### src/rtl/tei_pkg.sv
package tei_pkg;
  localparam int unsigned ERR_W = 32;
  localparam int unsigned NSRC  = 4;
  localparam int unsigned SRC_GERR = 0;
  localparam int unsigned SRC_EVT  = 1;
  localparam int unsigned SRC_SYNC = 2;
  localparam int unsigned SRC_PAGE = 3;

  typedef struct packed {
    logic flipErr;
    logic loadAck;
  } tei_strobe_t;
endpackage

### src/rtl/tei_ctrl.sv
module tei_ctrl
  import tei_pkg::*;
#(
  parameter int unsigned WIDTH = ERR_W
) (
  input  logic             clk,
  input  logic             rstN,
  input  logic [WIDTH-1:0] pendVec,
  input  logic             errReq,
  input  logic [WIDTH-1:0] errMask,
  input  logic             gerrIrqEn,
  input  logic             evtIrqReq,
  input  logic             evtIrqEn,
  input  logic             syncIrqReq,
  input  logic             pageReqIrq,
  input  logic             ackWrEn,
  output tei_strobe_t      strobe,
  output logic [WIDTH-1:0] flipBits,
  output logic [NSRC-1:0]  pulseVec
);
  logic [NSRC-1:0] srcReq;
  logic [NSRC-1:0] srcGate;
  logic            anyNew;

  always_comb begin
    flipBits = errMask & ~pendVec;
    anyNew   = errReq && (|flipBits);
    strobe.flipErr = anyNew;
    strobe.loadAck = ackWrEn;
    srcReq[SRC_GERR]  = anyNew;
    srcGate[SRC_GERR] = gerrIrqEn;
    srcReq[SRC_EVT]   = evtIrqReq;
    srcGate[SRC_EVT]  = evtIrqEn;
    srcReq[SRC_SYNC]  = syncIrqReq;
    srcGate[SRC_SYNC] = 1'b1;
    srcReq[SRC_PAGE]  = pageReqIrq;
    srcGate[SRC_PAGE] = 1'b0;
  end

  for (genvar s = 0; s < NSRC; s++) begin : g_pulse
    always_ff @(posedge clk) begin
      if (!rstN) pulseVec[s] <= 1'b0;
      else       pulseVec[s] <= srcReq[s] & srcGate[s];
    end
  end

  // event pulse needs request and enable one cycle earlier
  p_evt_gate_r6: assert property (@(posedge clk) disable iff (!rstN)
    pulseVec[SRC_EVT] |-> $past(evtIrqReq && evtIrqEn));
  // command sync always answers
  p_sync_always_r7: assert property (@(posedge clk) disable iff (!rstN)
    syncIrqReq |=> pulseVec[SRC_SYNC]);
  // global error pulse needs enable one cycle earlier
  p_gerr_gate_r4: assert property (@(posedge clk) disable iff (!rstN)
    pulseVec[SRC_GERR] |-> $past(gerrIrqEn && errReq));
endmodule

### src/rtl/tei_dpath.sv
module tei_dpath
  import tei_pkg::*;
#(
  parameter int unsigned WIDTH = ERR_W
) (
  input  logic             clk,
  input  logic             rstN,
  input  tei_strobe_t      strobe,
  input  logic [WIDTH-1:0] flipBits,
  input  logic [WIDTH-1:0] ackWrData,
  output logic [WIDTH-1:0] errReg,
  output logic [WIDTH-1:0] ackReg,
  output logic [WIDTH-1:0] pendVec,
  output logic             ackBadFlip
);
  logic [WIDTH-1:0] ackDelta;

  always_comb begin
    pendVec  = errReg ^ ackReg;
    ackDelta = (ackReg ^ ackWrData) & ~pendVec;
  end

  always_ff @(posedge clk) begin
    if (!rstN) begin
      errReg     <= '0;
      ackReg     <= '0;
      ackBadFlip <= 1'b0;
    end else begin
      if (strobe.flipErr) errReg <= errReg ^ flipBits;
      if (strobe.loadAck) ackReg <= ackWrData;
      ackBadFlip <= strobe.loadAck && (|ackDelta);
    end
  end

  // acknowledge data stored unchanged
  p_ack_store_r5: assert property (@(posedge clk) disable iff (!rstN)
    strobe.loadAck |=> ackReg == $past(ackWrData));
  // diagnostic flag only follows a write
  p_diag_write_r11: assert property (@(posedge clk) disable iff (!rstN)
    ackBadFlip |-> $past(strobe.loadAck));
endmodule

### src/rtl/tei_unit.sv
module tei_unit
  import tei_pkg::*;
#(
  parameter int unsigned WIDTH = ERR_W
) (
  input  logic             clk,
  input  logic             rstN,
  input  logic             errReq,
  input  logic [WIDTH-1:0] errMask,
  input  logic             gerrIrqEn,
  input  logic             evtIrqReq,
  input  logic             evtIrqEn,
  input  logic             syncIrqReq,
  input  logic             pageReqIrq,
  input  logic             ackWrEn,
  input  logic [WIDTH-1:0] ackWrData,
  output logic [WIDTH-1:0] errReg,
  output logic [WIDTH-1:0] ackReg,
  output logic [WIDTH-1:0] pendVec,
  output logic             gerrPulse,
  output logic             evtPulse,
  output logic             syncPulse,
  output logic             pageReqPulse,
  output logic             ackBadFlip
);
  tei_strobe_t      strobe;
  logic [WIDTH-1:0] flipBits;
  logic [NSRC-1:0]  pulseVec;

  tei_ctrl #(.WIDTH(WIDTH)) ctrl_i (
    .clk(clk), .rstN(rstN), .pendVec(pendVec), .errReq(errReq),
    .errMask(errMask), .gerrIrqEn(gerrIrqEn), .evtIrqReq(evtIrqReq),
    .evtIrqEn(evtIrqEn), .syncIrqReq(syncIrqReq), .pageReqIrq(pageReqIrq),
    .ackWrEn(ackWrEn), .strobe(strobe), .flipBits(flipBits),
    .pulseVec(pulseVec)
  );

  tei_dpath #(.WIDTH(WIDTH)) dpath_i (
    .clk(clk), .rstN(rstN), .strobe(strobe), .flipBits(flipBits),
    .ackWrData(ackWrData), .errReg(errReg), .ackReg(ackReg),
    .pendVec(pendVec), .ackBadFlip(ackBadFlip)
  );

  assign gerrPulse    = pulseVec[SRC_GERR];
  assign evtPulse     = pulseVec[SRC_EVT];
  assign syncPulse    = pulseVec[SRC_SYNC];
  assign pageReqPulse = pulseVec[SRC_PAGE];

  // pending bits of the error word are never flipped by a report
  p_no_retoggle_r2: assert property (@(posedge clk) disable iff (!rstN)
    errReq |=> ((errReg ^ $past(errReg)) & $past(pendVec)) == '0);
  // an empty report changes nothing and stays quiet
  p_quiet_report_r3: assert property (@(posedge clk) disable iff (!rstN)
    (errReq && ((errMask & ~pendVec) == '0)) |=> (errReg == $past(errReg)) && !gerrPulse);
endmodule

### config.mk
export PLATFORM = sky130hd
export DESIGN_NAME = tei_unit
export DESIGN_NICKNAME = d
export VERILOG_FILES = /design/src/rtl/tei_pkg.sv /design/src/rtl/tei_ctrl.sv /design/src/rtl/tei_dpath.sv /design/src/rtl/tei_unit.sv
export SDC_FILE = /design/constraint.sdc
export NUM_CORES = 1
export LEC_CHECK = 0
export CORE_UTILIZATION = 38
export DETAILED_ROUTE_END_ITERATION = 8
export MAX_ROUTING_LAYER = met4
export PLACE_DENSITY_LB_ADDON = 0.2
export SLEW_MARGIN = 20
export SYNTH_ARGS = -nofsm -noshare
export SYNTH_HDL_FRONTEND = slang
export SYNTH_SLANG_ARGS = --single-unit
### constraint.sdc
create_clock -name clk -period 1.7 [get_ports clk]
set_input_delay 0.255 -clock clk [delete_from_list [all_inputs] [get_ports clk]]
set_output_delay 0.255 -clock clk [all_outputs]
set_load 0.02 [all_outputs]
==> results.md, run 1 <==
- Final Hold Viols: 0
- Final min period: 1910 ps
- Design Area, Final: 7730 µm²
- Worst Path Required: 1960 ps
- Filler cells: 703
- Max IR drop VDD: 0.448 mV
- Overall Power: 4.87 mW
- Iter 0 DRT Violations: 150
- Initial core utilization: 0.395
- Die Y: 103 µm
- Final WS setup: -206 ps
- Hold crit path type: in -> reg
- Pwr dens: 629 nW/µm²
- Hold_sp: ackWrData[30]
- R2r setup slk: -210 ps
- Drt wl/cell: 16.9 µm
- Fin cells: 908
- Fmax: 525 MHz
- Antenna cells: 0
- EDFF count, synth: 0
- Top-count cell post-synth: dfxtp_1
- Area leader, netlist: dfxtp_1
- Via-to-Cell Ratio: 5.05
- DRC violations left: 0
- Num rows: 36
- DIE AREA: 10700 µm²
- Top cells by instance count after synthesis: dfxtp_1, nand2_1, nor2b_1
- Top cell type's share of synthesized area: 0.350
- Synth area leaders: dfxtp_1, mux2i_1, xor2_1
- Lkg Pwr: 3.63 nW
- Crit-path max FO: 18
- Fin util: 0.784
- GP Congestion: 0.866
- H-Tree Depth: 3
- Global-route wire length before repair: 22000 µm
- Count of final setup violators: 34
- Antenna-violating nets left: 0
- Setup CP Type: reg -> reg
- Largest net degree at the start of global routing: 69
- Critical path data arrival time: 2160 ps
- Critical path launch point type: flip-flop
- Post-synth ARST share: 0
- Multi-input gate area: 3130 µm²
- Total global-route track usage: 0.286
- Via Count: 4583
- Unrepaired setup endpoints after global routing: true
- Dpl cells: 884
- Hold_ws: 365 ps
- Tcrit/Tclk final: 1.12
- Crit path from: dpath_i.errReg[12]
- CTS tree: built
- Area Overhead vs Synth: 98.6%
- Mapped Area: 3890 µm²
- Vias in the first global route: 4488
- Post-Route WL: 15300 µm
- Outcome: complete, but fails checks
- Detailed-placement wirelength estimate: 10900 µm
- Fraction of layout cells with a size suffix above 1: 0.360
- #FFs+latches synth: 68
- Fin. max-slew vios: 0
- DP Worst Slack: -659 ps
- Synth unique cells: 33
- Mean Syn Cell Area: 7.85 µm²
- Violated checks: setup timing
- Chip Width: 103 µm
- Yosys warnings: 0
- # port buffers: 171
- Seq. cell area: 1550 µm²
- Clock Sinks: 68
- Clock Latency Late Sink: 340 ps
- GRT overflow: 0
- Sequential-to-total area share from yosys stat: 0.350
- First drt pass iteration count: 4
- Clock skew: 11.0 ps
- Top_reg_cell synth: dfxtp_1
- Initial antenna violation count: 0
- Setup_tns: -4250 ps
- Placed Area: 7230 µm²
- Cts hold-fix bufs: 0
- CTS max path bufs: 2
- I/O Pins: 174
- CTS Buf Count: 9
- Mapped Cells: 496
- CTS root buf: clkbuf_8
- Net Count, Synth: 569
- CORE AREA: 9860 µm²
- Setup crit end kind: flip-flop
- Final net count: 843
- FF-to-FF Start: dpath_i.errReg[12]
- Maximum capacitance violations: 0
- Worst-path clk slew: 70 ps
## where the power goes
| group | total (mW) | switching [mW] | internal [mW] |
|---|---|---|---|
| combinational | 1.78 | 0.877 | 0.904 |
| sequential | 1.82 | 0.145 | 1.68 |
| clock | 1.26 | 0.617 | 0.647 |
## cells by family (layout without fill, tap and decap cells)
| family | after synthesis | in the layout | synth area share |
|---|---|---|---|
| multiplexers | 32 | 32 | 0.0823 |
| flip-flops | 68 | 68 | 0.350 |
| other | 1 | 1 | 0.000963 |
| XOR/XNOR | 32 | 32 | 0.0720 |
| AO/OA/AOI/OAI | 108 | 108 | 0.169 |
| AND/OR/NAND/NOR | 200 | 201 | 0.267 |
| buffers and inverters | 55 | 333 | 0.0588 |
## worst max-delay path, cell delays in order (launching register included)
cell      delay [ps]
dfxtp_4          370
xor2_4           180
o22ai_2          120
nor4_4           360
and4_4           370
buf_12           170
o21ai_1           90
a21boi_1         150
## repair_timing
item,in CTS,in global routing
cloned,2,4
endpoints found under the hold margin,0,0
resized for setup,132,50
endpoints found under the setup margin,124,39
pin swaps,18,41
setup buffers,4,3
## layout make-up
type                    count  area share
clock inverters             2     0.00129
flip-flops and latches     68       0.201
inverters                  32      0.0155
well taps                 133      0.0215
repair buffers            285       0.333
clock buffers              14      0.0223
multi-input cells         374       0.405
## layout by cell type, fill, tap and decap left out, drive strengths merged, types with 2 or more instances in the layout
cell type,Yosys,layout
a211oi,2,2
or3,32,32
o22ai,16,16
or3b,4,4
o2111ai,2,2
nand3,4,4
nor2,32,32
dfxtp,68,68
dlymetal6s2s,0,6
clkbuf,15,16
nor3b,3,3
o21ai,43,43
clkdlybuf4s50,0,72
dlygate4sd2,0,89
xor2,32,32
nand3b,9,9
nand2b,5,5
a21oi,11,11
buf,8,116
clkinv,0,2
nor2b,34,34
a21boi,32,32
mux2i,32,32
inv,32,32
nand4,2,2
nand2,62,62
nor4,8,8
and4,1,2
## per-layer routing
layer	routed length (µm)	track usage	part of all wire	up-vias
li1	-	-	-	2232
met1	6390	0.334	0.42	2171
met2	7790	0.492	0.51	149
met3	724	0.0423	0.047	31
met4	401	0.120	0.026	0
met5	0	-	0	-
## sequential cells by signal, indices dropped and copies added, names as in the netlist
name,flops
dpath_i.ackReg,32
dpath_i.errReg,32
ctrl_i.pulseVec,3
dpath_i.ackBadFlip,1
## path summary, 6_finish.rpt
check,end,depth (start not counted)
max,dpath_i.errReg[12],7
min,dpath_i.ackReg[30],3
max reg2reg,dpath_i.errReg[12],7
min reg2reg,dpath_i.errReg[24],2
(Power assumes the default switching activity.)
==> run 2: changes to the inputs <==
- CAP_MARGIN: unset -> 20
- TNS_END_PERCENT: unset -> 50
==> run 2 against run 1 <==
The flow still finishes with violations (setup timing). Sequential power barely moved. First-iteration DRC count is 13% lower. Register-to-register slack worse by 20 ps. Clock skew about the same. Critical path type unchanged. Critical endpoint is now dpath_i.errReg[31]. Largest power group unchanged.
==> results.md, run 2 (synthesis results as in run 1) <==
- Switching share of total power: 0.343
- Fraction of layout cells with a size suffix above 1: 0.354
- Cts hold-fix bufs: 0
- Via Count: 4622
- GP Congestion: 0.814
- Lkg Pwr: 3.62 nW
- Reg power frac: 0.385
- Internal power: 3.10 mW
- Placed Area: 7260 µm²
- Setup_tns: -5200 ps
- Dpl cells: 887
- Maximum capacitance violations: 0
- Design Area, Final: 7720 µm²
- I/O Pins: 174
- CTS max path bufs: 2
- Iter 0 DRT Violations: 131
- Clock Sinks: 68
- Vias in the first global route: 4562
- Critical path's top delay family: simple AND/OR/NAND/NOR gates
- Unrepaired setup endpoints after global routing: true
- Comb power frac: 0.373
- Hold Crit Depth: 2
- DP Worst Slack: -551 ps
- Tcrit/Tclk final: 1.13
- Drt wl/cell: 17.0 µm
- Hold Path End: dpath_i.ackReg[24]
- Antenna-violating nets left: 0
- Setup crit end kind: flip-flop
- Final WS setup: -228 ps
- Final min period: 1930 ps
- CORE AREA: 9860 µm²
- Count of final setup violators: 33
- Cell Chain, Critical Path: xor2_4, o22ai_2, nor4_2, and4_4, buf_6, clkbuf_16, or3_1, a21boi_1
- Hold_sp: rstN
- Total global-route track usage: 0.302
- Max IR drop VDD: 0.433 mV
- Overall Power: 4.72 mW
- CTS Buf Count: 9
- Hold crit path type: in -> reg
- Pwr dens: 612 nW/µm²
- GRT overflow: 0
- Antenna cells: 0
- CTS root buf: clkbuf_8
- Fin util: 0.783
- FF-to-FF Start: dpath_i.ackReg[24]
- Largest registers: dpath_i.ackReg x32, dpath_i.errReg x32, ctrl_i.pulseVec x3
- H-Tree Depth: 3
- Hold_ws: 345 ps
- Setup CP Type: reg -> reg
- Worst-path clk slew: 80 ps
- Most frequent cells in the layout: buf_4, dlygate4sd2_1, clkdlybuf4s50_1
- Clock skew: 11.2 ps
- CTS tree: built
- Crit-path slowest cell: dfxtp_4
- First drt pass iteration count: 5
- Fmax: 519 MHz
- Chip Width: 103 µm
- Violated checks: setup timing
- Worst r2r dst: dpath_i.errReg[31]
- Largest net degree at the start of global routing: 49
- R2r setup slk: -230 ps
- Outcome: complete, but fails checks
- Num rows: 36
- Area Overhead vs Synth: 98.4%
- Post-Route WL: 15500 µm
- Worst Path Required: 1980 ps
- Worst path buffer plus inverter count: 2
- Initial antenna violation count: 0
- Detailed-placement wirelength estimate: 11000 µm
- Critical path data arrival time: 2210 ps
- Net load switching power: 1.62 mW
- Final net count: 847
- Crit-path max FO: 8
- Fin cells: 912
- Clock Latency Late Sink: 350 ps
- DRC violations left: 0
- Max stage delay on crit path: 370 ps
- DIE AREA: 10700 µm²
- Final Hold Viols: 0
- Global-route wire length before repair: 23000 µm
- Critical path launch point type: flip-flop
- Initial core utilization: 0.395
- Die Y: 103 µm
- Fin. max-slew vios: 0
- Clk network pwr share: 0.242
- Worst reg-to-reg path cell count: 8
- Via-to-Cell Ratio: 5.07
- Most common cell after layout, fill and taps aside: buf_4
- # port buffers: 171
-- run 2: cell count changes in the layout (fill, tap and decap cells not counted), moves of 2 or more --
cell,change
buf_12,+4
o21ai_2,+2
o22ai_1,+3
nor4_4,-2
clkbuf_1,+2
buf_6,-6
o22ai_2,-2
o21ai_1,-2
buf_4,+7
buf_16,+2
clkbuf_8,-3
-- run 2: layout make-up --
| type | count | area, µm² |
|---|---|---|
| Clock buffer | 13 | 139 |
| Clock inverter | 3 | 13.8 |
| Fill cell | 685 | 2140 |
| Inverter | 32 | 120 |
| Multi-Input combinational cell | 373 | 3060 |
| Sequential cell | 68 | 1550 |
| Tap cell | 133 | 166 |
| Timing Repair Buffer | 290 | 2670 |
-- run 2: worst max path at each step --
| stage | endpoint | from | cells after the start |
|---|---|---|---|
| final | dpath_i.errReg[31] | dpath_i.ackReg[24] | 8 |
| after global routing | dpath_i.errReg[0] | dpath_i.errReg[11] | 8 |
| after CTS | dpath_i.errReg[10] | dpath_i.ackReg[20] | 8 |
| after detailed placement | dpath_i.errReg[0] | errMask[27] | 9 |
| after global placement | dpath_i.errReg[31] | errMask[27] | 9 |
| after floorplan | dpath_i.errReg[24] | dpath_i.errReg[25] | 8 |
-- run 2: worst register-to-register path, stage by stage, from the launching register on --
cell and delay, ps:
dfxtp_4 370, xor2_4 180, o22ai_2 190, nor4_2 80
and4_4 230, buf_6 140, clkbuf_16 160, or3_1 350
a21boi_1 150
-- run 2: what timing repair did --
action / CTS / global route
cloned: 4 / 2
pin swaps: 28 / 23
buffers inserted: 7 / 2
gates resized for setup: 135 / 34
endpoints found under the setup margin: 125 / 39
-- run 2: routing by layer --
| metal | global-route usage | wire [µm] | up-vias | part of all wire |
|---|---|---|---|---|
| met5 | - | 0 | - | 0 |
| met4 | 0.105 | 269 | 0 | 0.017 |
| met3 | 0.0517 | 850 | 25 | 0.055 |
| met2 | 0.513 | 7980 | 152 | 0.51 |
| met1 | 0.363 | 6420 | 2214 | 0.41 |
| li1 | - | - | 2231 | - |
-- run 2: power groups by stage --
stage | logic (mW) | registers [mW] | clock network [mW]
after floorplan | 0.622 | 2.03 | 0
after global placement | 1.77 | 1.85 | 0
after detailed placement | 1.79 | 1.86 | 0
after CTS | 1.73 | 1.82 | 1.17
after global routing | 1.89 | 1.83 | 1.25
final | 1.76 | 1.82 | 1.14
==> run 3: changes to the inputs <==
==> constraint.sdc (replaced) <==
create_clock -name clk -period 1.7 [get_ports clk]
set_input_delay 0.34 -clock clk [delete_from_list [all_inputs] [get_ports clk]]
set_output_delay 0.34 -clock clk [all_outputs]
set_load 0.02 [all_outputs]
==> run 3 against run 2 <==
The flow still finishes with violations (setup timing). Sequential power is essentially flat. Register-to-register slack gained 20 ps. Utilization grew 1.9 points. First-iteration DRC count grew 15%. Final cell count grew 0.99%. Highest routed layer unchanged.
==> results.md, run 3 (synthesis results as in run 1) <==
- Tcrit/Tclk final: 1.12
- Final net count: 856
- Worst Path Required: 1940 ps
- Cell Chain, Critical Path: xor2_4, o22ai_4, nor4_4, and4_4, clkbuf_16, or3_1, a21boi_1
- First drt pass iteration count: 4
- Drt wl/cell: 17.6 µm
- Detailed-placement wirelength estimate: 10900 µm
- CTS root buf: clkbuf_8
- Lkg Pwr: 3.66 nW
- Antenna-violating nets left: 0
- Via-to-Cell Ratio: 5.20
- Global-route wire length before repair: 21800 µm
- Max stage delay on crit path: 390 ps
- Dpl cells: 899
- Post-Route WL: 16300 µm
- Pwr dens: 623 nW/µm²
- Worst-path clk slew: 70 ps
- Worst Setup EP: dpath_i.errReg[5]
- Violated checks: setup timing
- Final min period: 1900 ps
- Die Y: 103 µm
- Multi-input gate area: 3210 µm²
- Most frequent cells in the layout: buf_4, dlygate4sd2_1, clkdlybuf4s50_1
- Crit-path slowest cell: dfxtp_2
- Hold_ws: 396 ps
- Chip Width: 103 µm
- Critical path data arrival time: 2140 ps
- # port buffers: 171
- Cts hold-fix bufs: 0
- Seq. cell area: 1550 µm²
- DP Worst Slack: -663 ps
- H-Tree Depth: 3
- Iter 0 DRT Violations: 151
- Hold crit path type: in -> reg
- Outcome: complete, but fails checks
- Filler cells: 652
- Setup crit end kind: flip-flop
- Unrepaired setup endpoints after global routing: true
- Initial core utilization: 0.395
- Count of final setup violators: 33
- Design Area, Final: 7910 µm²
- Overall Power: 4.93 mW
- CP Depth: 7
- GRT overflow: 0
- Antenna cells: 0
- Fin. max-slew vios: 0
- Clock Latency Late Sink: 350 ps
- CTS tree: built
- GP Congestion: 0.820
- CTS max path bufs: 2
- DRC violations left: 0
- FF-to-FF Start: dpath_i.ackReg[20]
- Most common cell after layout, fill and taps aside: buf_4
- Final Hold Viols: 0
- Initial antenna violation count: 0
- Vias in the first global route: 4452
- Fraction of layout cells with a size suffix above 1: 0.405
- CORE AREA: 9860 µm²
- Crit path from: dpath_i.ackReg[20]
- Fmax: 525 MHz
- Area Overhead vs Synth: 103%
- Fin cells: 921
- Num rows: 36
- Largest registers: dpath_i.ackReg x32, dpath_i.errReg x32, ctrl_i.pulseVec x3
- Max IR drop VDD: 0.484 mV
- Total global-route track usage: 0.285
- Critical path's top delay family: simple AND/OR/NAND/NOR gates
- DIE AREA: 10700 µm²
- Setup CP Type: reg -> reg
- Clock skew: 10.3 ps
- CTS Buf Count: 9
- Via Count: 4785
- R2r setup slk: -200 ps
- Clock Sinks: 68
- Crit-path max FO: 8
- I/O Pins: 174
- Worst reg-to-reg path cell count: 7
- Final WS setup: -205 ps
- Critical path launch point type: flip-flop
- Worst r2r dst: dpath_i.errReg[5]
- Largest net degree at the start of global routing: 69
- Placed Area: 7350 µm²
- Maximum capacitance violations: 0
- Worst path buffer plus inverter count: 1
-- run 3: tightest hold or removal path: cells and delay by family --
| kind | cells | cell delay [ps] |
|---|---|---|
| compound gates | 1 | 50 |
| buf+inv | 1 | 140 |
| simple gates | 2 | 180 |
-- run 3: per-stage QoR --
step / utilization / setup TNS, ps
final: 0.802 / -5030
after global routing: 0.802 / -7860
after CTS: 0.763 / -5990
after detailed placement: 0.746 / -20650
after global placement: 0.746 / -18950
after floorplan: - / -1630
-- run 3: how the worst min path moves through the flow --
stage	from	cells after the start	end
after floorplan	syncIrqReq	1	ctrl_i.pulseVec[2]
after global placement	dpath_i.errReg[24]	2	dpath_i.errReg[24]
after detailed placement	dpath_i.errReg[24]	2	dpath_i.errReg[24]
after CTS	ackWrData[23]	3	dpath_i.ackReg[23]
after global routing	errMask[15]	4	dpath_i.errReg[15]
final	errMask[15]	4	dpath_i.errReg[15]
-- run 3: final cells by class --
type | instances | area share
clock buffers | 14 | 0.0206
clock inverters | 2 | 0.00127
inverters | 32 | 0.0152
multi-input cells | 374 | 0.406
flip-flops and latches | 68 | 0.196
well taps | 133 | 0.0210
repair buffers | 298 | 0.340
-- run 3: what timing repair did --
action | in CTS | in global routing
buffers inserted | 0 | 1
cloned | 1 | 7
hold endpoints to repair | 0 | 0
resized for setup | 131 | 88
pin swaps | 9 | 49
setup endpoints to repair | 130 | 53
-- run 3: power by group --
group          switching (mW)  total (mW)  internal (mW)
sequential              0.147        1.83           1.68
combinational           0.923        1.88          0.955
clock                   0.615        1.22          0.607
total                    1.68        4.93           3.24
-- run 3: per-layer routing --
metal / part of all wire / routed length (µm) / global-route usage / vias to the layer above
li1: - / - / - / 2263
met2: 0.51 / 8240 / 0.486 / 181
met4: 0.032 / 513 / 0.115 / 0
met1: 0.39 / 6390 / 0.335 / 2300
met5: 0 / 0 / - / -
met3: 0.068 / 1110 / 0.0477 / 41
